File: src/rtl/trap_pkg.sv
// Shared types for the trapezoid edge generator.
// Assumes nothing beyond IEEE 1800-2017.
package trap_pkg;

    // Output level between ramps, and the target of the current ramp.
    typedef enum logic {
        LVL_LOW  = 1'b0,
        LVL_HIGH = 1'b1
    } level_e;

endpackage

File: src/rtl/trap_delay_sched.sv
// Edge-time scheduler. Keeps a pending delay word and a fraction accumulator,
// and counts the ticks until the next ramp start. The first load starts the
// wave; after that the pending word is consumed only at a ramp start.
// Assumes RAMP_LEN fits in INT_W bits.
module trap_delay_sched #(
    parameter int INT_W    = 16,
    parameter int FRAC_W   = 10,
    parameter int RAMP_LEN = 16
) (
    input  logic                    clk,
    input  logic                    rst_n,
    input  logic                    load_i,
    input  logic [INT_W+FRAC_W-1:0] dly_i,
    output logic                    run_o,
    output logic                    start_o,
    output logic [FRAC_W-1:0]       frac_o
);

    localparam int                DLY_W   = INT_W + FRAC_W;
    localparam int                CNT_W   = INT_W + 1;
    localparam logic [INT_W-1:0]  MIN_INT = INT_W'(RAMP_LEN);

    logic [DLY_W-1:0]  pend_q;
    logic              run_q;
    logic [CNT_W-1:0]  cnt_q;
    logic [FRAC_W-1:0] facc_q;

    logic [INT_W-1:0]  pend_int;
    logic [FRAC_W-1:0] pend_frac;
    logic [INT_W-1:0]  eff_int;
    logic              carry;
    logic [FRAC_W-1:0] fsum;
    logic [CNT_W-1:0]  reload;
    logic              start;

    // Split the pending word, clamp the integer part, and form the next interval.
    always_comb begin
        pend_int      = pend_q[DLY_W-1:FRAC_W];
        pend_frac     = pend_q[FRAC_W-1:0];
        eff_int       = (pend_int < MIN_INT) ? MIN_INT : pend_int;
        {carry, fsum} = {1'b0, facc_q} + {1'b0, pend_frac};
        reload        = {1'b0, eff_int} + {{INT_W{1'b0}}, carry} - CNT_W'(1);
        start         = run_q && (cnt_q == '0);
    end

    // Pending delay register: every load strobe overwrites it.
    always_ff @(posedge clk) begin
        if (!rst_n) begin
            pend_q <= '0;
        end else if (load_i) begin
            pend_q <= dly_i;
        end
    end

    // Run flag, tick countdown and fraction accumulator.
    always_ff @(posedge clk) begin
        if (!rst_n) begin
            run_q  <= 1'b0;
            cnt_q  <= '0;
            facc_q <= '0;
        end else if (!run_q) begin
            if (load_i) begin
                run_q  <= 1'b1;
                cnt_q  <= '0;
                facc_q <= '0;
            end
        end else if (start) begin
            cnt_q  <= reload;
            facc_q <= fsum;
        end else begin
            cnt_q <= cnt_q - CNT_W'(1);
        end
    end

    assign run_o   = run_q;
    assign start_o = start;
    assign frac_o  = facc_q;

endmodule

File: src/rtl/trap_ramp_seq.sv
// Ramp sequencer. On a start it captures the ramp fraction, flips the level
// and steps the sample index through 0..RAMP_LEN-1.
// Assumes starts are at least RAMP_LEN ticks apart.
module trap_ramp_seq
    import trap_pkg::*;
#(
    parameter int FRAC_W   = 10,
    parameter int RAMP_LEN = 16,
    parameter int K_W      = 4
) (
    input  logic              clk,
    input  logic              rst_n,
    input  logic              start_i,
    input  logic [FRAC_W-1:0] frac_i,
    output logic              act_o,
    output logic [K_W-1:0]    k_o,
    output logic [FRAC_W-1:0] frac_o,
    output level_e            lvl_o
);

    localparam logic [K_W-1:0] K_LAST = K_W'(RAMP_LEN - 1);

    logic              act_q;
    logic [K_W-1:0]    k_q;
    logic [FRAC_W-1:0] frac_q;
    level_e            lvl_q;

    // Start a ramp or advance the running one.
    always_ff @(posedge clk) begin
        if (!rst_n) begin
            act_q  <= 1'b0;
            k_q    <= '0;
            frac_q <= '0;
            lvl_q  <= LVL_LOW;
        end else if (start_i) begin
            act_q  <= 1'b1;
            k_q    <= '0;
            frac_q <= frac_i;
            lvl_q  <= (lvl_q == LVL_LOW) ? LVL_HIGH : LVL_LOW;
        end else if (act_q) begin
            if (k_q == K_LAST) begin
                act_q <= 1'b0;
            end else begin
                k_q <= k_q + K_W'(1);
            end
        end
    end

    assign act_o  = act_q;
    assign k_o    = k_q;
    assign frac_o = frac_q;
    assign lvl_o  = lvl_q;

endmodule

File: src/rtl/trap_sample_gen.sv
// Sample generator. Computes the ramp sample MID +/- (S*(k-HALF) - S*f/2^FRAC_W),
// clamps it to the DAC range, or holds full scale outside a ramp. Both the
// DAC word and the edge marker leave through registers.
// Assumes RAMP_LEN is a power of two no larger than 2^DAC_W.
module trap_sample_gen
    import trap_pkg::*;
#(
    parameter int DAC_W    = 14,
    parameter int FRAC_W   = 10,
    parameter int RAMP_LEN = 16,
    parameter int K_W      = 4
) (
    input  logic              clk,
    input  logic              rst_n,
    input  logic              act_i,
    input  logic [K_W-1:0]    k_i,
    input  logic [FRAC_W-1:0] frac_i,
    input  level_e            lvl_i,
    output logic [DAC_W-1:0]  dac_o,
    output logic              edge_o
);

    localparam int                    SW      = DAC_W + 4;
    localparam int                    OFF_W   = DAC_W + FRAC_W;
    localparam int                    SLOPE   = (2 ** DAC_W) / RAMP_LEN;
    localparam logic [DAC_W-1:0]      SLOPE_U = DAC_W'(SLOPE);
    localparam logic signed [SW-1:0]  SLOPE_S = SW'(SLOPE);
    localparam logic signed [SW-1:0]  HALF_S  = SW'(RAMP_LEN / 2);
    localparam logic signed [SW-1:0]  MID_S   = SW'(2 ** (DAC_W - 1));
    localparam logic signed [SW-1:0]  MAX_S   = SW'(2 ** DAC_W - 1);
    localparam logic [DAC_W-1:0]      DAC_MAX = '1;
    localparam logic [K_W-1:0]        K_MID   = K_W'(RAMP_LEN / 2);

    logic [OFF_W-1:0]      off_p;
    logic signed [SW-1:0]  off_s;
    logic signed [SW-1:0]  kd;
    logic signed [SW-1:0]  mag;
    logic signed [SW-1:0]  val;
    logic [DAC_W-1:0]      smp;

    // Ramp arithmetic and clamping.
    always_comb begin
        off_p = {{FRAC_W{1'b0}}, SLOPE_U} * {{DAC_W{1'b0}}, frac_i};
        off_s = $signed({{(SW-DAC_W){1'b0}}, off_p[OFF_W-1:FRAC_W]});
        kd    = $signed({{(SW-K_W){1'b0}}, k_i}) - HALF_S;
        mag   = (SLOPE_S * kd) - off_s;
        val   = (lvl_i == LVL_HIGH) ? (MID_S + mag) : (MID_S - mag);
        if (!act_i) begin
            smp = (lvl_i == LVL_HIGH) ? DAC_MAX : '0;
        end else if (val < 0) begin
            smp = '0;
        end else if (val > MAX_S) begin
            smp = DAC_MAX;
        end else begin
            smp = val[DAC_W-1:0];
        end
    end

    // Output registers for the DAC word and the crossing marker.
    always_ff @(posedge clk) begin
        if (!rst_n) begin
            dac_o  <= '0;
            edge_o <= 1'b0;
        end else begin
            dac_o  <= smp;
            edge_o <= act_i && (k_i == K_MID);
        end
    end

endmodule

File: src/rtl/trap_edge_gen.sv
// Top of the fractional-delay trapezoid edge generator: scheduler, ramp
// sequencer and sample generator in a chain.
// Assumes DAC_W >= 2 and RAMP_LEN a power of two, at least 2.
module trap_edge_gen
    import trap_pkg::*;
#(
    parameter int DAC_W    = 14,
    parameter int FRAC_W   = 10,
    parameter int INT_W    = 16,
    parameter int RAMP_LEN = 16
) (
    input  logic                    clk,
    input  logic                    rst_n,
    input  logic                    load_i,
    input  logic [INT_W+FRAC_W-1:0] dly_i,
    output logic [DAC_W-1:0]        dac_o,
    output logic                    edge_o
);

    localparam int K_W = $clog2(RAMP_LEN);

    logic              run_w;
    logic              start_w;
    logic [FRAC_W-1:0] sfrac_w;
    logic              act_w;
    logic [K_W-1:0]    k_w;
    logic [FRAC_W-1:0] rfrac_w;
    level_e            lvl_w;

    trap_delay_sched #(
        .INT_W    (INT_W),
        .FRAC_W   (FRAC_W),
        .RAMP_LEN (RAMP_LEN)
    ) u_sched (
        .clk     (clk),
        .rst_n   (rst_n),
        .load_i  (load_i),
        .dly_i   (dly_i),
        .run_o   (run_w),
        .start_o (start_w),
        .frac_o  (sfrac_w)
    );

    trap_ramp_seq #(
        .FRAC_W   (FRAC_W),
        .RAMP_LEN (RAMP_LEN),
        .K_W      (K_W)
    ) u_seq (
        .clk     (clk),
        .rst_n   (rst_n),
        .start_i (start_w),
        .frac_i  (sfrac_w),
        .act_o   (act_w),
        .k_o     (k_w),
        .frac_o  (rfrac_w),
        .lvl_o   (lvl_w)
    );

    trap_sample_gen #(
        .DAC_W    (DAC_W),
        .FRAC_W   (FRAC_W),
        .RAMP_LEN (RAMP_LEN),
        .K_W      (K_W)
    ) u_gen (
        .clk    (clk),
        .rst_n  (rst_n),
        .act_i  (act_w),
        .k_i    (k_w),
        .frac_i (rfrac_w),
        .lvl_i  (lvl_w),
        .dac_o  (dac_o),
        .edge_o (edge_o)
    );

endmodule

File: config.mk
export PLATFORM = sky130hd
export DESIGN_NAME = trap_edge_gen
export DESIGN_NICKNAME = d
export VERILOG_FILES = /design/src/rtl/trap_pkg.sv /design/src/rtl/trap_delay_sched.sv /design/src/rtl/trap_ramp_seq.sv /design/src/rtl/trap_sample_gen.sv /design/src/rtl/trap_edge_gen.sv
export SDC_FILE = /design/constraint.sdc
export NUM_CORES = 1
export LEC_CHECK = 0
export ABC_AREA = 0
export BUFFER_PORTS_ARGS = -buffer_cell sky130_fd_sc_hd__buf_2
export CAP_MARGIN = 40
export CELL_PAD_IN_SITES_DETAIL_PLACEMENT = 1
export CELL_PAD_IN_SITES_GLOBAL_PLACEMENT = 1
export CORE_ASPECT_RATIO = 0.6
export CORE_MARGIN = 4
export CORE_UTILIZATION = 48
export CTS_CLUSTER_DIAMETER = 150
export DETAILED_ROUTE_END_ITERATION = 12
export PLACE_DENSITY = 0.92
export SLEW_MARGIN = 0
export SYNTH_ARGS = -nofsm -noshare
export SYNTH_HDL_FRONTEND = slang
export SYNTH_SLANG_ARGS = --single-unit
File: constraint.sdc
create_clock -name clk -period 7.1 [get_ports clk]
set_clock_uncertainty 0.2 [all_clocks]
set_input_delay 1.065 -clock clk [delete_from_list [all_inputs] [get_ports clk]]
set_output_delay 1.065 -clock clk [all_outputs]
set_load 0.005 [all_outputs]
==> out/metrics.yaml <==
yosys:
  syn_area_um2: 4910
  yosysSeqAreaShare_pct: 34.7
  synth_seq_cells: 85
  ys_async_sr_fraction_pct: 0
  yosysUniqueCellTypes: 65
  avgSynthCellArea_um2: 8.07
  syn_nets: 657
  synth_edf_count: 0
  netlist_instances: 608
  yosysWarnings: 0
  synthFlopType: "dfxtp_1"
cts:
  cts-root-buf: "clkbuf_16"
  cts_buffer_depth: 2
  tritoncts: "yes"
  numCtsBuffers: 9
  ctsResizeCount: 0
  holdBufCountCts: 0
  cts_setup_buffers: 0
  cts_sinks: 85
  clock_latency_ns: 0.34
  clk_pin_slew_ns: 0.06
  htreeDepth: 3
finish:
  fin_nets: 682
  final_common_cell: "dfxtp_1"
  n_antenna_cell: 0
  area_delta_synth_final_pct: 12.7
  final_cells: 773
  drive_above_1_share_pct: 12.5
  fin_area_um2: 5530
  most-common-layout-cells: "85 x dfxtp_1, 75 x nor2_1, 63 x nand2_1"
power_and_ir_drop:
  p_switching_mw: 0.606
  p_comb_share_pct: 32.5
  pwr-share-clk_pct: 31.7
  sequentialPowerShare_pct: 35.8
  vdd_drop_max_uv: 139
  power.internal_mw: 1.09
  powerDensity_nw_per_um2: 307
  switching_share_pct: 35.7
  leakagePower_nw: 2.41
sta:
  period_share_pct: 64.5
  slew_headroom_pct: 41.9
  setup_viol: 0
  fin_crit_ns: 4.58
  worst_pin_slew_ns: 0.872
  fin_tns_setup_ns: 0
  timing.fmax_mhz: 218
  drv_slew: 0
  report.final.hold_viol_count: 0
  rsz0062_at_grt: "false"
worst_hold_path:
  hold_class: "reg2reg"
drt:
  dr_total_vias: 4707
  via_per_inst: 6.09
  wl_um: 14900
  drtIter0Drc: 633
  wl_per_cell_um: 19.3
  ant_nets: 0
  drc: 0
  dr.pass1.iters: 5
floorplanning:
  die_x_um: 139
  rows: 28
  die_h_um: 86.3
  ios: 44
  initial_core_util_pct: 49.5
  core_area_um2: 9910
  die-area_um2: 12000
global_route:
  top_usage_layer: "met2"
  met3_usage_pct: 8.32
  grt_pass1_vias: 4874
  gr-usage-met2_pct: 39.9
  overflow: 0
  grt_usage_pct: 25.8
  grt_pass1_wl_um: 25300
  use_met1_pct: 35.5
  grt_max_degree: 63
  antenna_found_initial: 0
placement:
  dpl.cell_count: 757
  port_buffers: 43
  placed_area_um2: 5190
  dpl.hpwl_um: 10700
  place_congestion: 0.882
worst_setup_path:
  endpoint_kind: "flop"
  cp_max_fo: 5
  start_kind: "flop"
  cp.required_ns: 7.11
  cp_slowest_stage_delay_ns: 0.44
  critPathBufInv: 0
  slowest_stage: "fa_1"
  crit_family: "compound AO/OA/AOI/OAI gates"
  worstPathArrival_ns: 4.59
  cp_cell_sequence: "ha_1 -> fa_1 -> a21o_1 -> a21oi_1 -> o21bai_1 -> a21oi_1 -> o21bai_1 -> a21oi_1 -> nor2_1 -> a211oi_1 -> ha_1 -> ha_1 -> nor3b_1 -> nand3_1 -> nor4_1 -> xor2_1 -> o21ai_0 -> o211ai_1"
  path_class: "reg2reg"
  reg2reg_slack_ns: 2.52
job:
  cap_violations: 0
status:
  outcome: "complete, no violations"
==> cell families after synthesis <==
logic type	share of synthesized area, %
AOI/OAI and AO/OA	18.3
buffers and inverters	4.05
muxes	5.51
adders and majority gates	5.25
and+or+nand+nor	23.4
DFF	34.7
xor gates and xnor gates	8.75
==> worst reg2reg max path, stage by stage, from the launching register on <==
cell,delay (ns)
dfxtp_1,0.34
ha_1,0.24
fa_1,0.44
a21o_1,0.18
a21oi_1,0.22
o21bai_1,0.09
a21oi_1,0.22
o21bai_1,0.09
a21oi_1,0.24
nor2_1,0.08
a211oi_1,0.26
ha_1,0.28
ha_1,0.23
nor3b_1,0.33
nand3_1,0.29
nor4_1,0.31
xor2_1,0.10
o21ai_0,0.19
o211ai_1,0.13
==> final timing paths <==
kind,to,cells past startpoint,from
worst min-delay path,u_seq.frac_o[7],2,u_sched.frac_o[7]
worst max-delay path,u_sched.cnt_q[12],18,u_sched.frac_o[0]
worst max register to register,u_sched.cnt_q[12],18,u_sched.frac_o[0]
worst min register to register,u_seq.frac_o[7],2,u_sched.frac_o[7]
==> cell type report <==
cell class | count | area, µm²
well taps | 135 | 169
fillers | 1236 | 4380
clock buffers | 10 | 229
multi-input cells | 472 | 3010
inverters | 17 | 63.8
clock inverters | 6 | 111
repair buffers | 48 | 250
flip-flops and latches | 85 | 1700
==> layer usage <==
layer	share of wire [%]	up-vias
met3	8.7	21
li1	-	2211
met5	0	-
met1	46	2277
met2	44	198
met4	0.91	0
==> power groups by stage <==
stage               Clock [mW]  Combinational (mW)  Sequential (mW)
floorplan                    0               0.387            0.589
global placement             0               0.493            0.607
detailed placement           0               0.528            0.615
CTS                      0.549               0.541            0.605
global route             0.571               0.611            0.617
finish                   0.539               0.552            0.609
==> sequential cells by signal (all words and copies together), names as in the netlist <==
| register | cells |
|---|---|
| u_sched.cnt_q | 17 |
| u_seq.lvl_o | 1 |
| u_sched.frac_o | 10 |
| u_seq.k_o | 4 |
| u_sched.run_o | 1 |
| u_sched.pend_q | 26 |
| u_seq.act_o | 1 |
| u_gen.dac_o | 14 |
| u_seq.frac_o | 10 |
| u_gen.edge_o | 1 |
==> cell usage after synthesis (all sizes together) (2+ instances only) <==
cell,number,area share (%)
dfxtp,85,35
nor2,75,5.7
nand2,63,4.8
a21oi,50,5.2
xnor2,34,6.1
mux2i,27,5.5
o21ai,25,2.6
clkbuf,24,1.9
nor3,23,2.6
nand3,20,2.0
ha,19,4.8
inv,16,1.2
xor2,15,2.7
or3,11,1.4
buf,10,0.89
or4,10,1.5
nor4,9,1.3
a22oi,8,1.2
a21o,7,1.1
a211oi,5,1.0
or2,5,0.64
a2111oi,4,0.87
and3,4,0.51
o211ai,4,0.61
o21bai,4,0.61
o31a,4,0.71
a211o,3,0.54
a31oi,3,0.38
nand2b,3,0.38
nor3b,3,0.46
o311ai,3,0.54
o31ai,3,0.46
a31o,2,0.36
a32oi,2,0.36
and2,2,0.25
and4,2,0.36
nand3b,2,0.31
nand4,2,0.25
o2111ai,2,0.36
or3b,2,0.36
==> per-stage QoR <==
| step | util, % | power [mW] | worst slack, ns | hold WS (ns) |
|---|---|---|---|---|
| floorplan | - | 0.976 | 3.14 | 0.245 |
| global placement | 52.1 | 1.10 | 2.77 | 0.270 |
| detailed placement | 52.3 | 1.14 | 2.55 | 0.294 |
| CTS | 55.8 | 1.70 | 2.54 | 0.302 |
| global route | 55.8 | 1.80 | 2.13 | 0.314 |
| finish | 55.8 | 1.70 | 2.52 | 0.306 |
Note: power is estimated with default switching activity, not from simulation.
